## config.mk

```make
export PLATFORM = sky130hd
export DESIGN_NAME = spk_cfg_ctrl
export DESIGN_NICKNAME = d
export VERILOG_FILES = /design/src/rtl/spk_cfg_pkg.sv /design/src/rtl/spk_mode_dec.sv /design/src/rtl/spk_cfg_regs.sv /design/src/rtl/spk_coef_shift.sv /design/src/rtl/spk_cfg_ctrl.sv
export SDC_FILE = /design/constraint.sdc
export NUM_CORES = 1
export LEC_CHECK = 0
export ABC_CLOCK_PERIOD_IN_PS = 4150
export BUFFER_PORTS_ARGS = -buffer_cell sky130_fd_sc_hd__buf_4
export CAP_MARGIN = 15
export CORE_ASPECT_RATIO = 1.1
export CORE_MARGIN = 2
export CORE_UTILIZATION = 50
export CTS_CLUSTER_DIAMETER = 120
export CTS_CLUSTER_SIZE = 8
export DETAILED_ROUTE_END_ITERATION = 12
export MAX_ROUTING_LAYER = met4
export PLACE_DENSITY = 0.82
export SLEW_MARGIN = 20
export SYNTH_ARGS = -nofsm -noshare
export SYNTH_HDL_FRONTEND = slang
export SYNTH_HIERARCHICAL = 1
export SYNTH_SLANG_ARGS = --single-unit
```

## constraint.sdc

```tcl
create_clock -name clk -period 4.15 [get_ports clk]
set_input_delay 0.83 -clock clk [delete_from_list [all_inputs] [get_ports clk]]
set_output_delay 0.83 -clock clk [all_outputs]
set_load 0.01 [all_outputs]
```

## src/rtl/spk_cfg_pkg.sv

```systemverilog
package spk_cfg_pkg;

  // Operation codes on the 3-bit mode input.
  typedef enum logic [2:0] {
    OP_IDLE  = 3'd0,
    OP_LOAD  = 3'd1,
    OP_WRITE = 3'd2,
    OP_READ  = 3'd3,
    OP_SORT  = 3'd4
  } op_code_e;

  // Decoded, valid-qualified command for one cycle.
  typedef struct packed {
    logic shift;
    logic write;
    logic read;
    logic sort;
  } cmd_t;

  // Register map addresses consumed by the datapath.
  localparam int unsigned ADDR_THRESH  = 0;
  localparam int unsigned ADDR_A_SLOPE = 1;
  localparam int unsigned ADDR_A_OFS   = 2;
  localparam int unsigned ADDR_B_SLOPE = 3;
  localparam int unsigned ADDR_B_OFS   = 4;

endpackage

```

## src/rtl/spk_mode_dec.sv

```systemverilog
module spk_mode_dec
  import spk_cfg_pkg::*;
(
  input  logic [2:0] op_mode,
  input  logic       in_valid,
  output cmd_t       cmd
);

  always_comb begin
    cmd = '0;
    unique case (op_mode)
      OP_LOAD:  cmd.shift = in_valid;
      OP_WRITE: cmd.write = in_valid;
      OP_READ:  cmd.read  = 1'b1;
      OP_SORT:  cmd.sort  = 1'b1;
      default:  cmd       = '0;  // idle and unused codes
    endcase
  end

endmodule

```

## src/rtl/spk_cfg_regs.sv

```systemverilog
module spk_cfg_regs #(
  parameter int unsigned AW = 4,
  parameter int unsigned DW = 8
) (
  input  logic                   clk,
  input  logic                   rst,
  input  logic                   wr_en,
  input  logic                   rd_en,
  input  logic [AW-1:0]          addr,
  input  logic [DW-1:0]          wdata,
  output logic [DW-1:0]          rdata,
  output logic [(1<<AW)*DW-1:0]  all_regs
);

  localparam int unsigned NREG = 1 << AW;

  logic [DW-1:0] regs [NREG];

  always_ff @(posedge clk) begin
    if (rst) begin
      for (int i = 0; i < NREG; i++) regs[i] <= '0;
    end else if (wr_en) begin
      regs[addr] <= wdata;
    end
  end

  always_ff @(posedge clk) begin
    if (rst)        rdata <= '0;
    else if (rd_en) rdata <= regs[addr];
  end

  for (genvar g = 0; g < NREG; g++) begin : g_tap
    assign all_regs[g*DW +: DW] = regs[g];
  end

endmodule

```

## src/rtl/spk_coef_shift.sv

```systemverilog
module spk_coef_shift #(
  parameter int unsigned DEPTH = 16,
  parameter int unsigned W     = 5
) (
  input  logic               clk,
  input  logic               rst,
  input  logic               shift_en,
  input  logic [W-1:0]       din,
  output logic [DEPTH*W-1:0] taps
);

  logic [W-1:0] chain [DEPTH];

  always_ff @(posedge clk) begin
    if (rst) begin
      for (int i = 0; i < DEPTH; i++) chain[i] <= '0;
    end else if (shift_en) begin
      chain[0] <= din;
      for (int i = 1; i < DEPTH; i++) chain[i] <= chain[i-1];
    end
  end

  for (genvar g = 0; g < DEPTH; g++) begin : g_out
    assign taps[g*W +: W] = chain[g];
  end

endmodule

```

## src/rtl/spk_cfg_ctrl.sv

```systemverilog
module spk_cfg_ctrl
  import spk_cfg_pkg::*;
#(
  parameter int unsigned SPK_LEN = 16,
  parameter int unsigned COEF_W  = 5,
  parameter int unsigned CR_AW   = 4,
  parameter int unsigned CR_DW   = 8
) (
  input  logic                      clk,
  input  logic                      rst,
  input  logic [2:0]                op_mode,
  input  logic                      in_valid,
  input  logic [COEF_W-1:0]         spk_sample,
  input  logic                      pc_sel,
  input  logic [CR_AW-1:0]          cr_addr,
  input  logic [CR_DW-1:0]          cr_wdata,
  output logic [CR_DW-1:0]          cr_rdata,
  output logic                      sort_en,
  output logic [CR_DW-1:0]          det_threshold,
  output logic [CR_DW-1:0]          sep_a_slope,
  output logic [CR_DW-1:0]          sep_a_offset,
  output logic [CR_DW-1:0]          sep_b_slope,
  output logic [CR_DW-1:0]          sep_b_offset,
  output logic [SPK_LEN*COEF_W-1:0] pc1_coef,
  output logic [SPK_LEN*COEF_W-1:0] pc2_coef
);

  localparam int unsigned NREG   = 1 << CR_AW;
  localparam int unsigned NPC    = 2;
  localparam int unsigned FLAT_W = SPK_LEN * COEF_W;

  cmd_t                    cmd;
  logic [NREG*CR_DW-1:0]   reg_flat;
  logic [FLAT_W-1:0]       coef_flat [NPC];

  spk_mode_dec u_dec (
    .op_mode  (op_mode),
    .in_valid (in_valid),
    .cmd      (cmd)
  );

  spk_cfg_regs #(.AW(CR_AW), .DW(CR_DW)) u_regs (
    .clk      (clk),
    .rst      (rst),
    .wr_en    (cmd.write),
    .rd_en    (cmd.read),
    .addr     (cr_addr),
    .wdata    (cr_wdata),
    .rdata    (cr_rdata),
    .all_regs (reg_flat)
  );

  for (genvar g = 0; g < NPC; g++) begin : g_pc
    logic sel_hit;
    assign sel_hit = (pc_sel == g[0]);
    spk_coef_shift #(.DEPTH(SPK_LEN), .W(COEF_W)) u_mem (
      .clk      (clk),
      .rst      (rst),
      .shift_en (cmd.shift && sel_hit),
      .din      (spk_sample),
      .taps     (coef_flat[g])
    );
  end

  assign pc1_coef = coef_flat[0];
  assign pc2_coef = coef_flat[1];

  always_ff @(posedge clk) begin
    if (rst) sort_en <= 1'b0;
    else     sort_en <= cmd.sort;
  end

  assign det_threshold = reg_flat[ADDR_THRESH  * CR_DW +: CR_DW];
  assign sep_a_slope   = reg_flat[ADDR_A_SLOPE * CR_DW +: CR_DW];
  assign sep_a_offset  = reg_flat[ADDR_A_OFS   * CR_DW +: CR_DW];
  assign sep_b_slope   = reg_flat[ADDR_B_SLOPE * CR_DW +: CR_DW];
  assign sep_b_offset  = reg_flat[ADDR_B_OFS   * CR_DW +: CR_DW];

endmodule

```

## Yosys cells after proc, flatten, opt, wreduce, memory -nomap -nowiden

Memories as Yosys holds them, arrays and structs flattened. A register that Yosys moved wholly into a read port is not among the register bits.
Index checks and enable logic that the tools add are counted.

| word-level totals | value |
|---|---|
| output and inout port bits | 209 |
| RAM bits | 288 |
| memories | 3 |
| logic and storage cells | 94 |
| bits in registers | 1 |

Memory list:

| memory | depth | bits a word | read ports | clocked after memory_dff | write ports | RTL line | source |
|---|---|---|---|---|---|---|---|
| u_regs.regs | 16 | 8 | 6 | 1 | 16 | spk_cfg_regs.sv:17 | `logic [DW-1:0] regs [NREG];` |
| g_pc[0].u_mem.chain | 16 | 5 | 16 | 0 | 16 | spk_coef_shift.sv:12 | `logic [W-1:0] chain [DEPTH];` |
| g_pc[1].u_mem.chain | 16 | 5 | 16 | 0 | 16 | spk_coef_shift.sv:12 |  |

| operators by class | value |
|---|---|
| bitwise logic cells | 33 |
| muxes and demuxes | 50 |
| reductions and logical operators | 3 |
| eq/ne operators | 4 |

Operators by type and width:

| cell | number |
|---|---|
| two-way mux 5 bit | 32 |
| bitwise OR 1 bit | 32 |
| two-way mux 1 bit | 16 |
| two-way mux 8 bit | 1 |
| OR reduction 8 bit | 1 |
| equality test 3 x 2 -> 1 bit (second input constant) | 2 |
| two-way mux 4 bit | 1 |
| equality test 3 x 1 -> 1 bit (second input constant) | 1 |
| equality test 3 bit (second input constant) | 1 |
| logical AND 1 bit | 2 |
| NOT 1 bit | 1 |

## Depth between registers and ports, before layout

| depth | value |
|---|---|
| depth in word-level cells | 7 |
| gate-level depth with buffers | 7 |
| depth with buffers taken out | 4 |

## Cells and area by module

Netlist, hierarchy kept.

By module, submodules not included:

| module | area each (um^2) | instances | sequential area each (um^2) | cells each |
|---|---|---|---|---|
| spk_cfg_regs | 6232.2 | 1 | 4003.8 | 421 |
| spk_coef_shift | 3093.0 | 2 | 2402.3 | 174 |
| spk_cfg_ctrl | 42.5 | 1 | 20.0 | 4 |
| spk_mode_dec | 42.5 | 1 | 0.0 | 4 |

## Worst setup path before layout

No wires, ideal clock.

| path | value |
|---|---|
| kind | input to register |
| start | input port op_mode[2] |
| end | memory g_pc[0].u_mem.chain[0][0], enable pin |
| cell stages on the path | 3 |
| data required time | 3.746 ns |
| setup time | 0.404 ns |
| setup slack | 1.439 ns |
| data arrival time | 2.307 ns |
| cell sequence | and4bb_2 and2b_2 or2_2 |

RTL lines:

| item | RTL line | source |
|---|---|---|
| start, declared | spk_cfg_ctrl.sv:11 | `input logic [2:0] op_mode,` |
| end, declared | spk_coef_shift.sv:12 |  |

==> impl_results.html <==
<table>
<tr><th>Metric</th><th>Value</th></tr>
<tr><th colspan="2">Yosys</th></tr>
<tr><td>List of most frequent post-synthesis cells</td><td>288 x sky130_fd_sc_hd__edfxtp_1, 129 x sky130_fd_sc_hd__and2_1, 100 x sky130_fd_sc_hd__and3b_1, 63 x sky130_fd_sc_hd__nor2b_1, 26 x sky130_fd_sc_hd__clkbuf_1</td></tr>
<tr><td>Cell types with the largest area share after synthesis</td><td>sky130_fd_sc_hd__edfxtp_1 69%, sky130_fd_sc_hd__and3b_1 7.0%, sky130_fd_sc_hd__and2_1 6.5%</td></tr>
<tr><td>Portion of the post-synthesis area used by sequential elements</td><td>0.706</td></tr>
<tr><td>Combinational family with the most area after synthesis</td><td>simple AND/OR/NAND/NOR gates</td></tr>
<tr><td>Library cell with the largest summed area after synthesis</td><td>sky130_fd_sc_hd__edfxtp_1</td></tr>
<tr><td>Number of storage elements in the synthesis netlist</td><td>297</td></tr>
<tr><td>Arithmetic-cell share of the synthesized area counting full adders, half adders and majority gates</td><td>0</td></tr>
<tr><td>Post-synth design cell area</td><td>0.0125 mm2</td></tr>
<tr><td>Count of distinct cell types in the synthesized netlist</td><td>38</td></tr>
<tr><td>Share of the synthesized area in compound gates (AO/OA/AOI/OAI)</td><td>0.0194</td></tr>
<tr><td>Warning count from the yosys run</td><td>6</td></tr>
<tr><td>Most frequent cell after synthesis</td><td>sky130_fd_sc_hd__edfxtp_1</td></tr>
<tr><td>Mapped Cells</td><td>777</td></tr>
<tr><td>Most common flop cell mapped by yosys</td><td>sky130_fd_sc_hd__edfxtp_1</td></tr>
<tr><td>Mux cell area share after synthesis</td><td>0.0558</td></tr>
<tr><td>Avg Cell Area, Syn</td><td>16.1 um2</td></tr>
<tr><td>Area fraction in and, or, nand and nor cells after synthesis</td><td>0.196</td></tr>
<tr><td>Fraction of synthesized cell area taken by the top area cell type</td><td>0.692</td></tr>
<tr><td>Post-Synth XOR/XNOR Area</td><td>0</td></tr>
<tr><td>EDFF count, synth</td><td>288</td></tr>
<tr><td>Post-synthesis net count</td><td>801</td></tr>
<tr><td>Fraction of synthesis flops using an asynchronous set or reset pin</td><td>0</td></tr>
<tr><th colspan="2">Worst setup path</th></tr>
<tr><td>Slowest stage cell on the critical path</td><td>sky130_fd_sc_hd__buf_4</td></tr>
<tr><td>Data arrival time at the worst-slack endpoint</td><td>2.72 ns</td></tr>
<tr><td>Worst-path cell chain</td><td>buf_4, nand4bb_1, nor3_1, or2_2</td></tr>
<tr><td>Slowest stage delay, CP</td><td>0.58 ns</td></tr>
<tr><td>Crit Path Category</td><td>in -&gt; reg</td></tr>
<tr><td>Kind of end point of the critical path</td><td>flip-flop</td></tr>
<tr><td>Worst R2R Start</td><td>u_regs/regs[4][2]$_SDFFCE_PN0P_</td></tr>
<tr><td>Crit. Startpoint</td><td>cr_addr[1]</td></tr>
<tr><td>Category of cells accounting for the largest share of critical-path delay</td><td>simple AND/OR/NAND/NOR gates</td></tr>
<tr><td>Type of element launching the critical path</td><td>input port</td></tr>
<tr><td>Top fanout value on the critical path</td><td>45</td></tr>
<tr><td>Number of buffers and inverters on the critical path</td><td>1</td></tr>
<tr><td>Data required time of the critical path</td><td>4.34 ns</td></tr>
<tr><th colspan="2">Timing</th></tr>
<tr><td>Period utilisation layout</td><td>0.609</td></tr>
<tr><td>Max-slew violation total from the final report</td><td>0</td></tr>
<tr><td>Transition time at the pin with the least slew margin</td><td>0.755 ns</td></tr>
<tr><td>Setup repair after global routing missed its margin</td><td>no</td></tr>
<tr><td>Min Clock Period, post-route</td><td>2.53 ns</td></tr>
<tr><td>Setup Viol. Count Final</td><td>0</td></tr>
<tr><td>Final hold violations</td><td>0</td></tr>
<tr><td>Setup WS post-layout</td><td>1.62 ns</td></tr>
<tr><td>Highest clock frequency the design can meet</td><td>396 MHz</td></tr>
<tr><td>Final-layout setup total negative slack</td><td>0 ns</td></tr>
<tr><td>Remaining max-slew budget at the tightest pin</td><td>0.497</td></tr>
<tr><td>Final clock skew</td><td>0.0279 ns</td></tr>
<tr><th colspan="2">Route</th></tr>
<tr><td>Final Routed Wirelength</td><td>30000 um</td></tr>
<tr><td>Post-DR vias/cell</td><td>5.67</td></tr>
<tr><td>DRT antenna net count</td><td>0</td></tr>
<tr><td>Number of optimization iterations in the first detailed-route pass</td><td>5</td></tr>
<tr><td>Total number of vias</td><td>7544</td></tr>
<tr><td>Number of violations reported at the end of detailed-routing iteration 0</td><td>715</td></tr>
<tr><td>Residual DRC count</td><td>0</td></tr>
<tr><td>Per-cell routed wire length</td><td>22.6 um</td></tr>
<tr><th colspan="2">Placed design</th></tr>
<tr><td>Count of input and output buffers</td><td>232</td></tr>
<tr><td>Placement Setup Slack</td><td>1.09 ns</td></tr>
<tr><td>Final Wtd Congestion</td><td>0.859</td></tr>
<tr><td>Final HPWL DP</td><td>20000 um</td></tr>
<tr><th colspan="2">Die</th></tr>
<tr><td>Die Footprint</td><td>0.0263 mm2</td></tr>
<tr><td>Vertical die dimension</td><td>170 um</td></tr>
<tr><td>Initial core utilization</td><td>0.509</td></tr>
<tr><td>Core box area</td><td>0.0245 mm2</td></tr>
<tr><td>Die Wd</td><td>155 um</td></tr>
<tr><td># rows</td><td>60</td></tr>
<tr><td>Number of placed I/O pins</td><td>233</td></tr>
<tr><th colspan="2">Global routing</th></tr>
<tr><td>Maximum number of pins on one net before global-route repair</td><td>73</td></tr>
<tr><td>Total global-route track usage</td><td>0.230</td></tr>
<tr><td>Total congestion overflow</td><td>0</td></tr>
<tr><td>Antenna violations before repair</td><td>1</td></tr>
<tr><td>Vias in the first global route</td><td>7366</td></tr>
<tr><td>Global-route wire length before repair</td><td>44000 um</td></tr>
<tr><th colspan="2">Clock network</th></tr>
<tr><td>Post-CTS repair timing setup buffer count</td><td>0</td></tr>
<tr><td>Clock latency at the later pin of the worst-skew pair</td><td>0.52 ns</td></tr>
<tr><td>H-tree depth</td><td>2</td></tr>
<tr><td>TritonCTS Buffers</td><td>43</td></tr>
<tr><td>Buffer levels on the longest clock path</td><td>3</td></tr>
<tr><td>Clock-pin slew on the worst setup and hold paths</td><td>0.05 ns</td></tr>
<tr><td>CTS root buffer</td><td>sky130_fd_sc_hd__clkbuf_16</td></tr>
<tr><td>Sinks on the clock net</td><td>297</td></tr>
<tr><td>TritonCTS clock tree</td><td>yes</td></tr>
<tr><td>Hold buffer count at CTS</td><td>0</td></tr>
<tr><td>Number of gates resized after cts</td><td>0</td></tr>
<tr><th colspan="2">Cells and area</th></tr>
<tr><td>Fillers</td><td>1767</td></tr>
<tr><td>Fraction of final layout cells sized beyond drive strength 1</td><td>0.329</td></tr>
<tr><td>Number of nets in the final layout</td><td>1030</td></tr>
<tr><td>Area added between synthesis and finish</td><td>24.8%</td></tr>
<tr><th colspan="2">Power and ir drop</th></tr>
<tr><td>Leakage component of the power</td><td>6.41 nW</td></tr>
<tr><td>VDD IR-drop max</td><td>0.345 mV</td></tr>
<tr><td>Pwr Density</td><td>456 mW/mm2</td></tr>
<tr><th colspan="2">Flow run</th></tr>
<tr><td>Max-cap violations</td><td>0</td></tr>
<tr><th colspan="2">Outcome</th></tr>
<tr><td>Result of the run</td><td>finished, final reports clean</td></tr>
<tr><th colspan="2">Worst hold path</th></tr>
<tr><td>Hold Crit Class</td><td>reg -&gt; reg</td></tr>
<tr><td>Start point of the worst hold path</td><td>u_regs/rdata[6]$_SDFFE_PP0P_</td></tr>
</table>
final timing paths:
check                                         end  slack (ns)  cells past startpoint
setup / recovery  u_regs/regs[2][4]$_SDFFCE_PN0P_        1.62                      4
hold / removal       u_regs/rdata[6]$_SDFFE_PP0P_        0.49                      2
setup reg to reg     u_regs/rdata[2]$_SDFFE_PP0P_        2.66                      3
hold reg to reg      u_regs/rdata[6]$_SDFFE_PP0P_        0.49                      2
kinds of logic (layout without fill, tap and decap cells):
family	Yosys count	count (layout)
and+or+nand+nor	352	352
DFF	297	297
buffers and inverters	54	296
muxes	41	41
AOI/OAI and AO/OA	33	33
other	0	1
routing by layer:
metal / routed length, um / global-route usage / share of wire
met5: 0 / - / 0
met4: 712 / 0.0684 / 0.024
met3: 2830 / 0.0471 / 0.094
met2: 14900 / 0.378 / 0.50
met1: 11600 / 0.292 / 0.39
through the flow:
stage	utilization	hold WS [ns]	area, um2	power [mW]	instances
CTS	0.635	0.493	15600	7.18	1329
global route	0.636	0.536	15600	7.34	1330
floorplan	-	0.503	12500	3.82	777
global placement	0.588	0.476	14400	4.10	1271
finish	0.636	0.490	15600	7.11	1330
detailed placement	0.588	0.489	14400	4.11	1271
worst min-delay path, stage by stage (launching register included):
cell                       delay [ns]
sky130_fd_sc_hd__dfxtp_1         0.31
sky130_fd_sc_hd__nor2_1          0.08
sky130_fd_sc_hd__a311oi_1        0.05
layout by cell type (no fill, tap or decap), drive strengths merged, types with 18 or more instances in the layout:
cell | netlist | layout
edfxtp | 288 | 288
buf | 28 | 238
clkbuf | 26 | 55
nor2 | 21 | 21
nor2b | 63 | 63
mux4 | 23 | 23
and3b | 101 | 101
or2 | 18 | 18
mux2i | 18 | 18
and2 | 130 | 130
flip-flops by register name (all words and copies together), names as in the netlist:
register,cells
g_pc.u_mem/chain,160
u_regs/regs,128
sort_en,1
u_regs/rdata,8
area by class of cell:
class                      instances  area [um2]  share of cell area
tap                              310         388              0.0249
multi-input combinational        426        3400               0.218
clock inverter                     3        33.8             0.00217
sequential                       297        8830               0.566
antenna                            1        2.50            0.000160
timing repair buffer             238        1810               0.116
clock buffer                      55        1140              0.0732
report_power, final:
part	switching [mW]	internal, mW
sequential	0.0870	3.45
combinational	0.284	0.233
clock	1.16	1.90
total	1.53	5.58
(Power assumes the default switching activity.)
